===== src/rtl/xbus_pkg.sv =====
package xbus_pkg;
  localparam logic [1:0] KIND_FETCH = 2'd0;
  localparam logic [1:0] KIND_READ  = 2'd1;
  localparam logic [1:0] KIND_WRITE = 2'd2;

  typedef enum logic [2:0] {
    S_IDLE,
    S_ALE,
    S_STB,
    S_TAIL,
    S_INT
  } seq_state_e;
endpackage


===== src/rtl/xbus_seq.sv =====
module xbus_seq
  import xbus_pkg::*;
#(
  parameter int ALE_CLKS = 2,
  parameter int STB_CLKS = 3
) (
  input  logic       clk,
  input  logic       rst_n,
  input  logic       req_valid,
  input  logic [1:0] req_kind,
  input  logic       ext_acc_n,
  input  logic       bus_ready,
  output seq_state_e state,
  output logic       take,
  output logic       take_int,
  output logic       cap
);
  localparam int MAXC  = (ALE_CLKS > STB_CLKS) ? ALE_CLKS : STB_CLKS;
  localparam int CNT_W = $clog2(MAXC + 1);
  localparam logic [CNT_W-1:0] ALE_LAST = CNT_W'(ALE_CLKS - 1);
  localparam logic [CNT_W-1:0] STB_LAST = CNT_W'(STB_CLKS - 1);

  logic [CNT_W-1:0] cnt;
  logic             stb_last;

  assign take     = req_valid && (state == S_IDLE);
  assign take_int = take && (req_kind == KIND_FETCH) && ext_acc_n;
  assign stb_last = (state == S_STB) && (cnt == STB_LAST);
  assign cap      = stb_last && bus_ready;

  always_ff @(posedge clk or negedge rst_n) begin
    if (!rst_n) begin
      state <= S_IDLE;
      cnt   <= '0;
    end else begin
      unique case (state)
        S_IDLE: begin
          cnt <= '0;
          if (take) state <= take_int ? S_INT : S_ALE;
        end
        S_ALE: begin
          if (cnt == ALE_LAST) begin
            state <= S_STB;
            cnt   <= '0;
          end else begin
            cnt <= cnt + 1'b1;
          end
        end
        S_STB: begin
          if (cnt != STB_LAST) cnt <= cnt + 1'b1;
          else if (bus_ready)  state <= S_TAIL;
        end
        S_TAIL:  state <= S_IDLE;
        S_INT:   state <= S_IDLE;
        default: state <= S_IDLE;
      endcase
    end
  end

  // a low ready on the last strobe clock keeps the strobe phase alive
  a_r6_wait_extends: assert property (@(posedge clk) disable iff (!rst_n)
    (stb_last && !bus_ready) |=> (state == S_STB));

  // the strobe phase is entered only from the latch phase
  a_r4_latch_first: assert property (@(posedge clk) disable iff (!rst_n)
    $rose(state == S_STB) |-> ($past(state) == S_ALE));
endmodule


===== src/rtl/xbus_req_hold.sv =====
module xbus_req_hold
  import xbus_pkg::*;
#(
  parameter int ADDR_W = 16,
  parameter int DATA_W = 8
) (
  input  logic              clk,
  input  logic              rst_n,
  input  logic              take,
  input  logic              take_int,
  input  logic [1:0]        req_kind,
  input  logic [ADDR_W-1:0] req_addr,
  input  logic [DATA_W-1:0] req_wdata,
  output logic [ADDR_W-1:0] addr_q,
  output logic [DATA_W-1:0] wdata_q,
  output logic              is_fetch,
  output logic              is_write
);
  logic take_ext;
  assign take_ext = take && !take_int;

  always_ff @(posedge clk or negedge rst_n) begin
    if (!rst_n) begin
      addr_q   <= '0;
      wdata_q  <= '0;
      is_fetch <= 1'b0;
      is_write <= 1'b0;
    end else if (take_ext) begin
      addr_q   <= req_addr;
      wdata_q  <= req_wdata;
      is_fetch <= (req_kind == KIND_FETCH);
      is_write <= (req_kind == KIND_WRITE);
    end
  end

  // an internal fetch leaves the held address alone
  a_r10_int_keeps_addr: assert property (@(posedge clk) disable iff (!rst_n)
    take_int |=> $stable(addr_q));
endmodule


===== src/rtl/xbus_pins.sv =====
module xbus_pins
  import xbus_pkg::*;
#(
  parameter int ADDR_W = 16,
  parameter int DATA_W = 8
) (
  input  logic                     clk,
  input  logic                     rst_n,
  input  logic                     flt_cfg,
  input  seq_state_e               state,
  input  logic                     cap,
  input  logic [ADDR_W-1:0]        addr_q,
  input  logic [DATA_W-1:0]        wdata_q,
  input  logic                     is_fetch,
  input  logic                     is_write,
  input  logic [DATA_W-1:0]        ad_i,
  output logic [DATA_W-1:0]        ad_o,
  output logic                     ad_oe,
  output logic [ADDR_W-DATA_W-1:0] a_hi,
  output logic                     ale_n,
  output logic                     psen_n,
  output logic                     rd_n,
  output logic                     wr_n,
  output logic                     strobe_oe,
  output logic                     req_ready,
  output logic                     rsp_valid,
  output logic                     rsp_internal,
  output logic [DATA_W-1:0]        rsp_rdata
);
  logic in_ale, in_stb, in_tail;

  assign in_ale  = (state == S_ALE);
  assign in_stb  = (state == S_STB);
  assign in_tail = (state == S_TAIL);

  assign ale_n  = !in_ale;
  assign psen_n = !(in_stb && is_fetch);
  assign wr_n   = !(in_stb && is_write);
  assign rd_n   = !(in_stb && !is_fetch && !is_write);

  assign ad_oe = in_ale || (is_write && (in_stb || in_tail));
  assign ad_o  = in_ale ? addr_q[DATA_W-1:0] : wdata_q;
  assign a_hi  = addr_q[ADDR_W-1:DATA_W];

  assign strobe_oe    = rst_n || flt_cfg;
  assign req_ready    = rst_n && (state == S_IDLE);
  assign rsp_valid    = in_tail || (state == S_INT);
  assign rsp_internal = (state == S_INT);

  always_ff @(posedge clk or negedge rst_n) begin
    if (!rst_n)   rsp_rdata <= '0;
    else if (cap) rsp_rdata <= ad_i;
  end

  // a data or fetch strobe falls only straight after the latch strobe
  a_r5_strobe_after_latch: assert property (@(posedge clk) disable iff (!rst_n)
    ($fell(rd_n) || $fell(wr_n) || $fell(psen_n)) |-> $past(!ale_n));

  // the bus is still driven on the clock where the write strobe rises
  a_r7_write_hold: assert property (@(posedge clk) disable iff (!rst_n)
    $rose(wr_n) |-> ad_oe);

  // the bus is released whenever a read or fetch strobe is low
  a_r8_bus_released: assert property (@(posedge clk) disable iff (!rst_n)
    (!rd_n || !psen_n) |-> !ad_oe);

  // the done pulse lasts a single clock
  a_r9_single_done: assert property (@(posedge clk) disable iff (!rst_n)
    rsp_valid |=> !rsp_valid);

  // an internal done pulse follows a clock without any latch strobe
  a_r10_quiet_bus: assert property (@(posedge clk) disable iff (!rst_n)
    rsp_internal |-> ($past(ale_n) && ale_n && rd_n && wr_n && psen_n));
endmodule


===== src/rtl/xbus_ctrl.sv =====
module xbus_ctrl
  import xbus_pkg::*;
#(
  parameter int ADDR_W   = 16,
  parameter int DATA_W   = 8,
  parameter int ALE_CLKS = 2,
  parameter int STB_CLKS = 3
) (
  input  logic                     clk,
  input  logic                     rst_n,
  input  logic                     flt_cfg,
  input  logic                     ext_acc_n,
  input  logic                     req_valid,
  output logic                     req_ready,
  input  logic [1:0]               req_kind,
  input  logic [ADDR_W-1:0]        req_addr,
  input  logic [DATA_W-1:0]        req_wdata,
  output logic                     rsp_valid,
  output logic                     rsp_internal,
  output logic [DATA_W-1:0]        rsp_rdata,
  input  logic [DATA_W-1:0]        ad_i,
  output logic [DATA_W-1:0]        ad_o,
  output logic                     ad_oe,
  output logic [ADDR_W-DATA_W-1:0] a_hi,
  output logic                     ale_n,
  output logic                     psen_n,
  output logic                     rd_n,
  output logic                     wr_n,
  output logic                     strobe_oe,
  input  logic                     bus_ready
);
  seq_state_e        state;
  logic              take, take_int, cap;
  logic [ADDR_W-1:0] addr_q;
  logic [DATA_W-1:0] wdata_q;
  logic              is_fetch, is_write;

  xbus_seq #(.ALE_CLKS(ALE_CLKS), .STB_CLKS(STB_CLKS)) u_seq (
    .clk(clk), .rst_n(rst_n), .req_valid(req_valid), .req_kind(req_kind),
    .ext_acc_n(ext_acc_n), .bus_ready(bus_ready), .state(state),
    .take(take), .take_int(take_int), .cap(cap)
  );

  xbus_req_hold #(.ADDR_W(ADDR_W), .DATA_W(DATA_W)) u_hold (
    .clk(clk), .rst_n(rst_n), .take(take), .take_int(take_int),
    .req_kind(req_kind), .req_addr(req_addr), .req_wdata(req_wdata),
    .addr_q(addr_q), .wdata_q(wdata_q), .is_fetch(is_fetch), .is_write(is_write)
  );

  xbus_pins #(.ADDR_W(ADDR_W), .DATA_W(DATA_W)) u_pins (
    .clk(clk), .rst_n(rst_n), .flt_cfg(flt_cfg), .state(state), .cap(cap),
    .addr_q(addr_q), .wdata_q(wdata_q), .is_fetch(is_fetch), .is_write(is_write),
    .ad_i(ad_i), .ad_o(ad_o), .ad_oe(ad_oe), .a_hi(a_hi), .ale_n(ale_n),
    .psen_n(psen_n), .rd_n(rd_n), .wr_n(wr_n), .strobe_oe(strobe_oe),
    .req_ready(req_ready), .rsp_valid(rsp_valid), .rsp_internal(rsp_internal),
    .rsp_rdata(rsp_rdata)
  );

  // a request is never taken while a done pulse is showing
  a_r3_one_outstanding: assert property (@(posedge clk) disable iff (!rst_n)
    rsp_valid |-> !req_ready);
endmodule


===== config.mk =====
export PLATFORM = sky130hd
export DESIGN_NAME = xbus_ctrl
export DESIGN_NICKNAME = d
export VERILOG_FILES = /design/src/rtl/xbus_pkg.sv /design/src/rtl/xbus_seq.sv /design/src/rtl/xbus_req_hold.sv /design/src/rtl/xbus_pins.sv /design/src/rtl/xbus_ctrl.sv
export SDC_FILE = /design/constraint.sdc
export NUM_CORES = 1
export LEC_CHECK = 0
export BUFFER_PORTS_ARGS = -buffer_cell sky130_fd_sc_hd__clkbuf_2
export CORE_ASPECT_RATIO = 0.6
export CORE_UTILIZATION = 44
export CTS_CLUSTER_DIAMETER = 150
export DETAILED_ROUTE_END_ITERATION = 6
export PLACE_DENSITY = 0.82
export SLEW_MARGIN = 20
export SYNTH_ARGS = -nofsm -noshare
export SYNTH_HDL_FRONTEND = slang
export SYNTH_SLANG_ARGS = --single-unit

===== constraint.sdc =====
create_clock -name clk -period 1.8 [get_ports clk]
set_input_delay 0.36 -clock clk [delete_from_list [all_inputs] [get_ports clk]]
set_output_delay 0.36 -clock clk [all_outputs]
set_load 0.005 [all_outputs]

; Word-level counts from Yosys, hierarchy flattened
; Index checks and enable logic that the tools add are counted.
[word_totals]
regBits = 39
latchBits = 0
ram_bits = 0
romBits = 0
output_inout_bits = 33
n_memories = 0
[op_classes]
addsub = 1
n_mul = 0
n_div = 0
n_lt_le_gt_ge = 0
n_eq_ne = 13
shifts = 0
n_mux = 10
n_bitwise = 0
n_reduce_logical = 28
[ops]
columns = operator, count
row1 = 3-bit 2-to-1 mux, 5
row2 = 1-bit logical AND, 12
row3 = 2-bit inequality test (second input constant), 6
row4 = 3-bit one-hot mux with 3 select lines, 1
row5 = 8-bit 2-to-1 mux, 1
row6 = 1-bit logical NOT, 7
row7 = 3-bit by 2-bit equality test with 1-bit output (second input constant), 2
row8 = 2-bit one-hot mux with 3 select lines, 1
row9 = 2-bit equality test (second input constant), 2
row10 = 1-bit logical OR, 4
row11 = 2-bit 2-to-1 mux, 2
row12 = 4-bit AND reduction, 1
row13 = 3-bit by 1-bit equality test with 1-bit output (second input constant), 1
row14 = 3-bit equality test (second input constant), 1
row15 = 3-bit logical NOT, 1
row16 = 3-bit nonzero test, 1
row17 = 2-bit by 1-bit adder with 2-bit output (second input constant), 1
row18 = 2-bit by 1-bit equality test with 1-bit output (second input constant), 1
row19 = 2-bit logical NOT, 1
row20 = 2-bit AND reduction, 1

; Depth between registers and ports, before layout
; Gate-level depths: netlist of run 1.
[depth]
depth_word = 7
mapped_depth = 6

; Modules after synthesis
; From an unflattened synthesis of run 1, not the netlist that was laid out.
[hier_totals]
cells_unflattened = 138
area_unflattened_um2 = 1980.6
[by_module_without_submodules]
columns = mod, instances, cells_each, area_each_um2
row1 = xbus_req_hold, 1, 58, 1093.5
row2 = xbus_pins, 1, 47, 539.3
row3 = xbus_seq, 1, 33, 347.8

; Worst setup path before layout of run 1
; Ideal clock, no wire load.
[synth_timing]
path_type = reg2reg
startpoint = register u_seq.state[1]
endpoint = register u_hold.addr_q[0]
setup_time_ns = 0.125
arrival_ns = 1.822
t_required_ns = 1.675
slack_ns = -0.147
stages_incl_launch_ff = 7
synth_period_minus_slack_ns = 1.947
path_cell_list = dfrtp_1 > buf_6 > or4b_4 > buf_6 > a21oi_4 > buf_12 > mux2_4
[synth_between]
elab_chain_cells = 6
[synth_rtl]
columns = element, line
row1 = "start, declared", xbus_seq.sv:13  ; output seq_state_e state,
row2 = "start signal, assigned", xbus_seq.sv:39  ; if (take) state <= take_int ? S_INT : S_ALE;
row3 = 3-bit logical NOT (*), xbus_seq.sv:26  ; assign take = req_valid && (state == S_IDLE);
row4 = 1-bit logical AND (*), xbus_seq.sv:26
row5 = 1-bit logical AND (2 in a row), xbus_seq.sv:27  ; assign take_int = take && (req_kind == KIND_FETCH) && ext_acc_n;
row6 = 1-bit logical NOT, xbus_req_hold.sv:20  ; assign take_ext = take && !take_int;
row7 = 1-bit logical AND (*), xbus_req_hold.sv:20
row8 = "end signal, assigned", xbus_req_hold.sv:29  ; addr_q <= req_addr;
row9 = "end, declared", xbus_req_hold.sv:14  ; output logic [ADDR_W-1:0] addr_q,
; Every way passes the cells marked *; elsewhere a longest branch is shown, timed or not.
; A chain may end at the register's enable or synchronous reset.

; Worst setup path in the final report of run 1
[layout_timing]
startpoint = register u_seq.state[1]
endpoint = output port ad_o[0]
[layout_between]
elab_chain_cells = 2
[layout_rtl]
columns = element, line
row1 = 3-bit by 1-bit equality test with 1-bit output, xbus_pins.sv:32  ; assign in_ale = (state == S_ALE);
row2 = 8-bit 2-to-1 mux, xbus_pins.sv:42  ; assign ad_o = in_ale ? addr_q[DATA_W-1:0] : wdata_q;
row3 = "end, declared", xbus_ctrl.sv:22  ; output logic [DATA_W-1:0] ad_o,
; No other way between the ends.

==> impl_metrics.yaml, run 1 <==
global_routing:
  overflow: 0
  busiest_layer: "met2"
  grt_pass1_wl_mm: 6.28
  use_met2_pct: 30.0
  grt_pass1_vias: 1328
  met1_usage_pct: 23.1
  grt_max_degree: 40
  grt.total_usage_pct: 18.5
  antenna_found_initial: 0
  met3_usage_pct: 7.21
final_layout:
  nets: 269
  final_core_util_pct: 65.8
  drive_gt1_share_pct: 68.7
  insertedDiodeCount: 0
  num-fill-cells: 334
  area_growth_pct: 40.6
clock_tree:
  tritoncts: "yes"
  cts_buffers: 5
  cts_max_level: 2
  cts.sinks: 39
  clockBufferDepth: 2
  cts.clk_slew.worst_paths_ps: 80
  clock_latency_ps: 290
  root_buffer: "clkbuf_8"
status:
  failed_checks: "negative setup slack"
  status: "finished with violations"
power:
  ir_drop_v: 0.000641
  power_density_mw_per_mm2: 1650
  p_leak_nw: 1.39
  total_power_mw: 4.55
sta:
  rsz0062_at_grt: "true"
  setup_viol: 42
  slew_violations: 0
  timing.slew.headroom_pct: 67.8
  fin_worst_skew_ps: 3.90
  tightestPinTransition_ps: 483
  min_period_ps: 2050
  whs_ps: 212
  max_freq_ghz: 0.487
  finalHoldViolCount: 0
  period_share_pct: 114
  setup_ws_ps: -253
floorplan:
  io_pins: 73
  die_x_um: 88.2
  row_count: 18
  dieHeight_um: 53.7
  initial_utilization_pct: 46.8
  dieArea_sq_mm: 0.00474
  core_sq_mm: 0.00419
setup_path:
  path_class: "flop to primary output"
  cp-end-kind: "primary output"
  critPathLaunchType: "flop"
  required_ps: 1440
  cp_max_fo: 5
  cp.arrival_ps: 1690
route:
  drtAntennaViolNets: 0
  post_drt_wl_per_cell_um: 14.7
  totalWireLength_mm: 4.21
  drcViolationCount: 0
  initialDrtViolationCount: 45
  firstDrtPassIters: 4
  route.vias.total: 1367
  viasPerCell: 4.76
yosys:
  synth_area_per_cell_sq_um: 13.9
  ys_ff_latch: 39
  ys_types: 33
  synth_area_sq_mm: 0.00196
  ys_seq_area_share_pct: 49.8
  ys_warn_count: 0
  syn_inst: 141
  synth_fp_nets: 184
job:
  cap_violations: 0
hold_path:
  hold_class: "primary input to asynchronous set/reset pin"
place:
  dpl.hpwl_mm: 2.70
  io_buffer_count: 72
  gp_congestion: 0.733
==> placed cells by master (no fill, tap or decap), types with 2 or more instances in the layout <==
cell and count:
clkbuf_8 5, or3b_2 2, o21a_1 2, o21ai_0 2
ha_1 3, buf_16 2, buf_4 10, a21oi_1 2
mux2_2 2, mux2_4 38, buf_6 10, nand2_1 7
clkbuf_2 68, inv_1 3, nor2_1 5, dfrtp_1 39
buf_2 2, bufinv_16 2
==> layer usage <==
| metal | vias up | wire length [um] |
|---|---|---|
| li1 | 654 | - |
| met1 | 655 | 1960 |
| met2 | 51 | 1860 |
| met3 | 7 | 328 |
| met4 | 0 | 52 |
| met5 | - | 0 |
==> stage by stage <==
step	worst slack (ps)	cells	area [sq um]	TNS [ps]
after floorplan	-143	141	1970	-2990
after global placement	-2.19	265	2330	-6.04
after detailed placement	-23.0	265	2330	-63.5
after CTS	-242	282	2670	-6040
after global routing	-320	287	2760	-9210
final	-253	287	2760	-6440
==> flip-flops by register name, indices dropped and copies added, names as in the netlist <==
signal,count
u_hold.addr_q,16
u_hold.is_fetch,1
u_pins.rsp_rdata,8
u_hold.wdata_q,8
u_hold.is_write,1
u_seq.state,3
u_seq.cnt,2
==> synth_stat cells <==
master,instances,area (sq um)
a21oi_1,3,15.0
a21oi_4,1,16.3
a311oi_1,1,8.76
and2b_2,1,8.76
buf_12,2,40.0
buf_2,1,5.00
buf_4,8,60.1
buf_6,2,22.5
clkbuf_1,2,7.51
dfrtp_1,39,976
ha_1,3,37.5
inv_1,4,15.0
mux2_2,20,225
mux2_4,20,300
nand2_1,7,26.3
nand3b_1,1,7.51
nor2_1,6,22.5
nor3_2,1,10.0
nor3b_1,1,7.51
nor3b_2,1,12.5
nor4b_1,1,8.76
o21a_1,2,15.0
o21ai_0,3,15.0
o21bai_1,1,7.51
o22a_2,1,10.0
o2bb2a_1,1,10.0
o2bb2ai_1,1,8.76
o31a_1,1,8.76
o31ai_1,1,7.51
or2_2,1,6.26
or2b_1,1,7.51
or3b_2,2,17.5
or4b_4,1,13.8
==> critical path, stage by stage, from the launching register on <==
cell	delay, ps
dfrtp_1	410
buf_6	140
nor3b_4	250
buf_6	180
mux2_4	310
buf_6	120
==> final cells by class <==
type | instances | area [sq um] | area share, %
timing repair buffer | 93 | 613 | 22.2
multi-input combinational | 83 | 941 | 34.1
sequential | 39 | 976 | 35.4
inverter | 4 | 15.0 | 0.545
clock inverter | 3 | 67.6 | 2.45
tap | 60 | 75.1 | 2.72
clock buffer | 5 | 68.8 | 2.50
==> final timing paths <==
path	from	to	slack [ps]	depth (start not counted)
min in group clk	req_kind[0]	u_hold.is_write$_DFFE_PN0P_	280	2
max in group asynchronous	rst_n	u_hold.is_fetch$_DFFE_PN0P_	1250	2
hold / removal	rst_n	u_hold.wdata_q[4]$_DFFE_PN0P_	210	2
hold reg to reg	u_hold.addr_q[2]$_DFFE_PN0P_	u_hold.addr_q[2]$_DFFE_PN0P_	510	1
setup / recovery	u_seq.state[1]$_DFFE_PN0P_	ad_o[0]	-250	5
setup reg to reg	u_seq.state[1]$_DFFE_PN0P_	u_hold.addr_q[0]$_DFFE_PN0P_	-180	6
==> logic make-up (layout without fill, tap and decap cells) <==
| logic type | count (synthesis) | count (layout) | share of synthesized area [%] |
|---|---|---|---|
| fa+ha+maj | 3 | 3 | 1.91 |
| compound gates | 16 | 16 | 6.25 |
| mux | 40 | 40 | 26.8 |
| flops | 39 | 39 | 49.8 |
| simple gates | 24 | 24 | 7.60 |
| buf+inv | 19 | 105 | 7.66 |
==> repair_timing <==
action / in CTS / in global routing
resized for setup: 23 / 22
setup endpoints to repair: 15 / 48
gates cloned: 3 / 0
hold buffers: 0 / 0
buffers inserted: 6 / 6
pin swaps: 1 / 3
==> report_power, final <==
| group | internal (mW) | switching [mW] |
|---|---|---|
| Combinational | 1.43 | 0.756 |
| Sequential | 1.26 | 0.238 |
| Clock | 0.553 | 0.317 |
| Total | 3.24 | 1.31 |
Power figures use the tool's default switching activity.
==> run 2: changes to the inputs <==
- CORE_UTILIZATION: 44 -> 49
- PLACE_DENSITY: 0.82 -> 0.87
- SKIP_CTS_REPAIR_TIMING: default -> 1
- SKIP_LAST_GASP: default -> 1
- clock period: 1.8 -> 2.3 ns (I/O delays scaled with it)
==> run 2 against run 1 <==
  * The flow now finishes without violations
  * Highest routed layer unchanged
  * Register-to-register slack better by 550 ps
  * Flip-flop and latch count unchanged
  * Power down 32%
  * Clock power down 21%
  * Sequential share of layout area up 4.6 points
==> impl_metrics.yaml, run 2 (synthesized netlist as in run 1, its figures left out) <==
setup_path:
  crit_family: "buffers and inverters"
  critPathLaunchType: "flop"
  cp.arrival_ps: 1730
  required_ps: 1840
  path_class: "flop to primary output"
  cp-end-kind: "primary output"
  path_depth: 5
  cp_slowest_cell: "dfrtp_1"
  crit_buf_inv: 3
  cp_common_cell: "buf_4"
  reg2reg_depth: 4
  cp_max_fo: 11
  cpPeakStageDelay_ps: 410
  worstPathCellList: "buf_4, nor3b_2, buf_4, mux2_2, clkbuf_2"
global_routing:
  grt_pass1_vias: 1254
  overflow: 0
  grt.total_usage_pct: 19.2
  grt_max_degree: 29
  grt_pass1_wl_mm: 6.09
  antenna_found_initial: 0
power:
  p_comb_share_pct: 40.2
  pwr-share-clk_pct: 21.9
  power_density_mw_per_mm2: 1280
  p_sw_mw: 0.908
  seqPwrFrac_pct: 37.9
  ir_drop_v: 0.000601
  internal-power_mw: 2.21
  swShare_pct: 29.2
  p_leak_nw: 1.23
hold_path:
  hold_class: "primary input to asynchronous set/reset pin"
sta:
  slew_violations: 0
  fin_worst_skew_ps: 7.78
  min_period_ps: 2190
  tightestPinTransition_ps: 354
  rsz0062_at_grt: "false"
  timing.slew.headroom_pct: 76.4
  setup-tns-final_ps: 0
  setup_viol: 0
  finalHoldViolCount: 0
  max_freq_ghz: 0.456
  period_share_pct: 95.4
  setup_ws_ps: 106
clock_tree:
  cts.clk_slew.worst_paths_ps: 80
  tritoncts: "yes"
  cts.sinks: 39
  root_buffer: "clkbuf_8"
  cts_buffers: 5
  cts_max_level: 2
  clock_latency_ps: 300
  clockBufferDepth: 2
final_layout:
  drive_gt1_share_pct: 63.7
  area_growth_pct: 24.4
  final_common_cell: "clkbuf_2"
  largest_register_ffs: 16
  most-common-layout-cells: "clkbuf_2, dfrtp_1, mux2_2, mux2_4, nand2_1"
  top_register: "u_hold.addr_q"
  insertedDiodeCount: 0
  top_regs: "u_hold.addr_q x16, u_hold.wdata_q x8, u_pins.rsp_rdata x8"
  nets: 254
  num-fill-cells: 293
route:
  drcViolationCount: 0
  totalWireLength_mm: 3.70
  initialDrtViolationCount: 32
  drtAntennaViolNets: 0
  route.vias.total: 1287
  viasPerCell: 4.97
  post_drt_wl_per_cell_um: 14.3
  firstDrtPassIters: 4
floorplan:
  row_count: 17
  core_sq_mm: 0.00374
  io_pins: 73
  dieHeight_um: 51.0
  initial_utilization_pct: 52.4
  dieArea_sq_mm: 0.00427
  die_x_um: 83.7
place:
  dpl.hpwl_mm: 2.69
  dp_slack_ps: 367
  io_buffer_count: 72
  gp_congestion: 0.826
status:
  status: "finished clean"
job:
  cap_violations: 0
[run 2: worst paths after layout]
path / from / end / slack (ps)
min in group clk: req_addr[13] / u_hold.addr_q[13]$_DFFE_PN0P_ / 380
max reg2reg: u_seq.state[1]$_DFFE_PN0P_ / u_hold.wdata_q[0]$_DFFE_PN0P_ / 370
min: rst_n / u_seq.state[1]$_DFFE_PN0P_ / 180
min reg2reg: u_pins.rsp_rdata[5]$_DFFE_PN0P_ / u_pins.rsp_rdata[5]$_DFFE_PN0P_ / 510
max: u_seq.state[2]$_DFFE_PN0P_ / ad_o[3] / 110
max in group asynchronous: rst_n / u_hold.addr_q[10]$_DFFE_PN0P_ / 1780
[run 2: final cells by class]
cell class                 instances  area (sq um)  area share [%]
clock buffer                       5          68.8            2.82
tap                               47          58.8            2.41
inverter                           4          15.0           0.616
timing repair buffer              78           418            17.1
clock inverter                     3          67.6            2.77
multi-input combinational         83           835            34.2
sequential                        39           976            40.0
[run 2: metal layers]
layer  up-vias  track usage (%)  wire, um
met5         -                0         0
met4         0             7.63        49
met3         7             7.43       301
met2        51             27.8      1530
met1       604             26.2      1830
li1        625                -         -
[run 2: worst register-to-register path, stage by stage, from the launching register on]
cell and delay [ps]:
dfrtp_1 480, or4b_4 600, a21oi_4 160, buf_12 220
mux2_2 360
[run 2: stage by stage]
stage	cells	instance area [sq um]	power (mW)	hold WS [ps]	util [%]
after floorplan	141	1960	2.14	164	-
after global placement	251	2300	2.41	490	61.5
after detailed placement	251	2300	2.45	491	61.5
after CTS	259	2440	3.15	176	65.1
after global routing	259	2440	3.32	187	65.1
final	259	2440	3.11	179	65.1
[run 2: power by group through the flow]
stage	Combinational [mW]	Sequential, mW	Clock, mW
after floorplan	1.02	1.12	0
after CTS	1.27	1.18	0.701
after global placement	1.23	1.18	0
final	1.25	1.18	0.684
after global routing	1.37	1.22	0.730
after detailed placement	1.26	1.18	0
==> run 3: changes to the inputs <==
- SETUP_SLACK_MARGIN: default -> 0.15
==> run 3 against run 2 <==
  * Routed wire length rose by 3.4%
  * Critical path depth did not move
  * Maximum frequency up 2.3%
  * First-iteration DRC count down 6.3%
  * Register-to-register slack hardly changed
  * Power up 5.3%
  * Flip-flop and latch count is the same
  * Sequential power about the same
  * Sequential share of layout area fell by 1.0 points
  * Clock power barely moved
  * Cell count increased by 0.77%
  * Critical path type unchanged
  * Largest power group unchanged
==> impl_metrics.yaml, run 3 (synthesized netlist as in run 1, its figures left out) <==
setup_path:
  critPathLaunchType: "flop"
  cp-end-kind: "primary output"
  cp_max_fo: 7
  worstPathCellList: "buf_6, nor3b_4, buf_6, mux2_4, clkbuf_2"
  crit_start: "u_seq.state[2]$_DFFE_PN0P_"
  cp_slowest_cell: "dfrtp_1"
  reg2reg_depth: 4
  rr_startpoint: "u_seq.state[1]$_DFFE_PN0P_"
  path_class: "flop to primary output"
  cp_common_cell: "buf_6"
  cp.arrival_ps: 1680
  cpPeakStageDelay_ps: 420
  required_ps: 1840
sta:
  finalHoldViolCount: 0
  tightestPinTransition_ps: 352
  timing.slew.headroom_pct: 76.6
  rsz0062_at_grt: "true"
  fin_worst_skew_ps: 8.21
  min_period_ps: 2140
  max_freq_ghz: 0.466
  setup_viol: 0
  slew_violations: 0
  setup-tns-final_ps: 0
  period_share_pct: 93.2
global_routing:
  grt_max_degree: 29
  antenna_found_initial: 0
  grt.total_usage_pct: 19.2
  overflow: 0
  grt_pass1_wl_mm: 6.09
  grt_pass1_vias: 1254
final_layout:
  multi_input_comb_area_sq_um: 871
  num-fill-cells: 285
  area_growth_pct: 28.0
  drive_gt1_share_pct: 65.0
  most-common-layout-cells: "clkbuf_2, dfrtp_1, mux2_4"
  top_register: "u_hold.addr_q"
  nets: 256
  final_core_util_pct: 67.0
  largest_register_ffs: 16
  insertedDiodeCount: 0
  regArea_sq_um: 978
  final_common_cell: "clkbuf_2"
  top_regs: "u_hold.addr_q x16, u_hold.wdata_q x8, u_pins.rsp_rdata x8"
route:
  route.met2.wl_mm: 1.62
  firstDrtPassIters: 5
  viasPerCell: 5.01
  totalWireLength_mm: 3.83
  top_layer: "met4"
  drtAntennaViolNets: 0
  drcViolationCount: 0
  wl_met1_mm: 1.87
  initialDrtViolationCount: 30
  routed-wl-met3_um: 294
  route.vias.total: 1308
  post_drt_wl_per_cell_um: 14.7
floorplan:
  row_count: 17
  dieHeight_um: 51.0
  dieArea_sq_mm: 0.00427
  initial_utilization_pct: 52.4
  core_sq_mm: 0.00374
  die_x_um: 83.7
  io_pins: 73
place:
  io_buffer_count: 72
  gp_congestion: 0.826
  dpl.hpwl_mm: 2.69
clock_tree:
  root_buffer: "clkbuf_8"
  cts.sinks: 39
  clock_latency_ps: 300
  tritoncts: "yes"
  cts_buffers: 5
  cts_max_level: 2
  cts.clk_slew.worst_paths_ps: 80
  clockBufferDepth: 2
power:
  power_density_mw_per_mm2: 1310
  p_leak_nw: 1.28
  ir_drop_v: 0.000652
hold_path:
  hold_class: "primary input to asynchronous set/reset pin"
job:
  cap_violations: 0
status:
  status: "finished clean"
run 3: cell types whose count changed in the layout (fill, tap and decap cells not counted):
cell,change
clkbuf_2,-1
mux2_4,+8
nor3b_4,+1
buf_4,-1
buf_6,+4
nor3b_2,-1
dfrtp_2,+2
mux2_2,-8
dfrtp_1,-2
run 3: stage by stage:
step / total power [mW] / cells / instance area (sq um) / hold WS [ps] / setup WS, ps
after floorplan: 2.14 / 141 / 1960 / 164 / 353
after global placement: 2.41 / 251 / 2300 / 490 / 397
after detailed placement: 2.45 / 251 / 2300 / 491 / 367
after CTS: 3.15 / 259 / 2440 / 176 / 92.5
after global routing: 3.49 / 261 / 2510 / 187 / 72.7
final: 3.28 / 261 / 2510 / 179 / 155
run 3: final cells by class:
cell class / count / area share (%)
clock inverter: 3 / 2.69
sequential: 39 / 39.0
multi-input combinational: 83 / 34.7
timing repair buffer: 80 / 17.9
tap: 47 / 2.34
inverter: 4 / 0.598
clock buffer: 5 / 2.74
run 3: final timing paths:
kind,end,slack [ps]
max,ad_o[2],160
min,u_seq.state[1]$_DFFE_PN0P_,180
max reg2reg,u_hold.wdata_q[0]$_DFFE_PN0P_,380
min reg2reg,u_pins.rsp_rdata[5]$_DFFE_PN0P_,510
max in group asynchronous,u_seq.state[0]$_DFFE_PN0P_,1760
min in group clk,u_hold.addr_q[13]$_DFFE_PN0P_,380
run 3: routing by layer:
layer	track usage (%)	vias to the layer above
met3	7.43	7
li1	-	631
met5	0	-
met2	27.8	54
met1	26.2	616
met4	7.63	0
run 3: worst max-delay path, delay by kind of cell (launching register included):
kind / cells / cell delay [ps]
buffers and inverters: 3 / 440
flip-flops: 1 / 420
multiplexers: 1 / 310
AND/OR/NAND/NOR: 1 / 220
run 3: power by group:
group | total, mW | switching, mW | leakage [nW] | internal [mW]
Sequential | 1.19 | 0.206 | 0.477 | 0.987
Clock | 0.685 | 0.252 | 0.0644 | 0.433
Combinational | 1.40 | 0.492 | 0.735 | 0.909
Total | 3.28 | 0.951 | 1.28 | 2.33
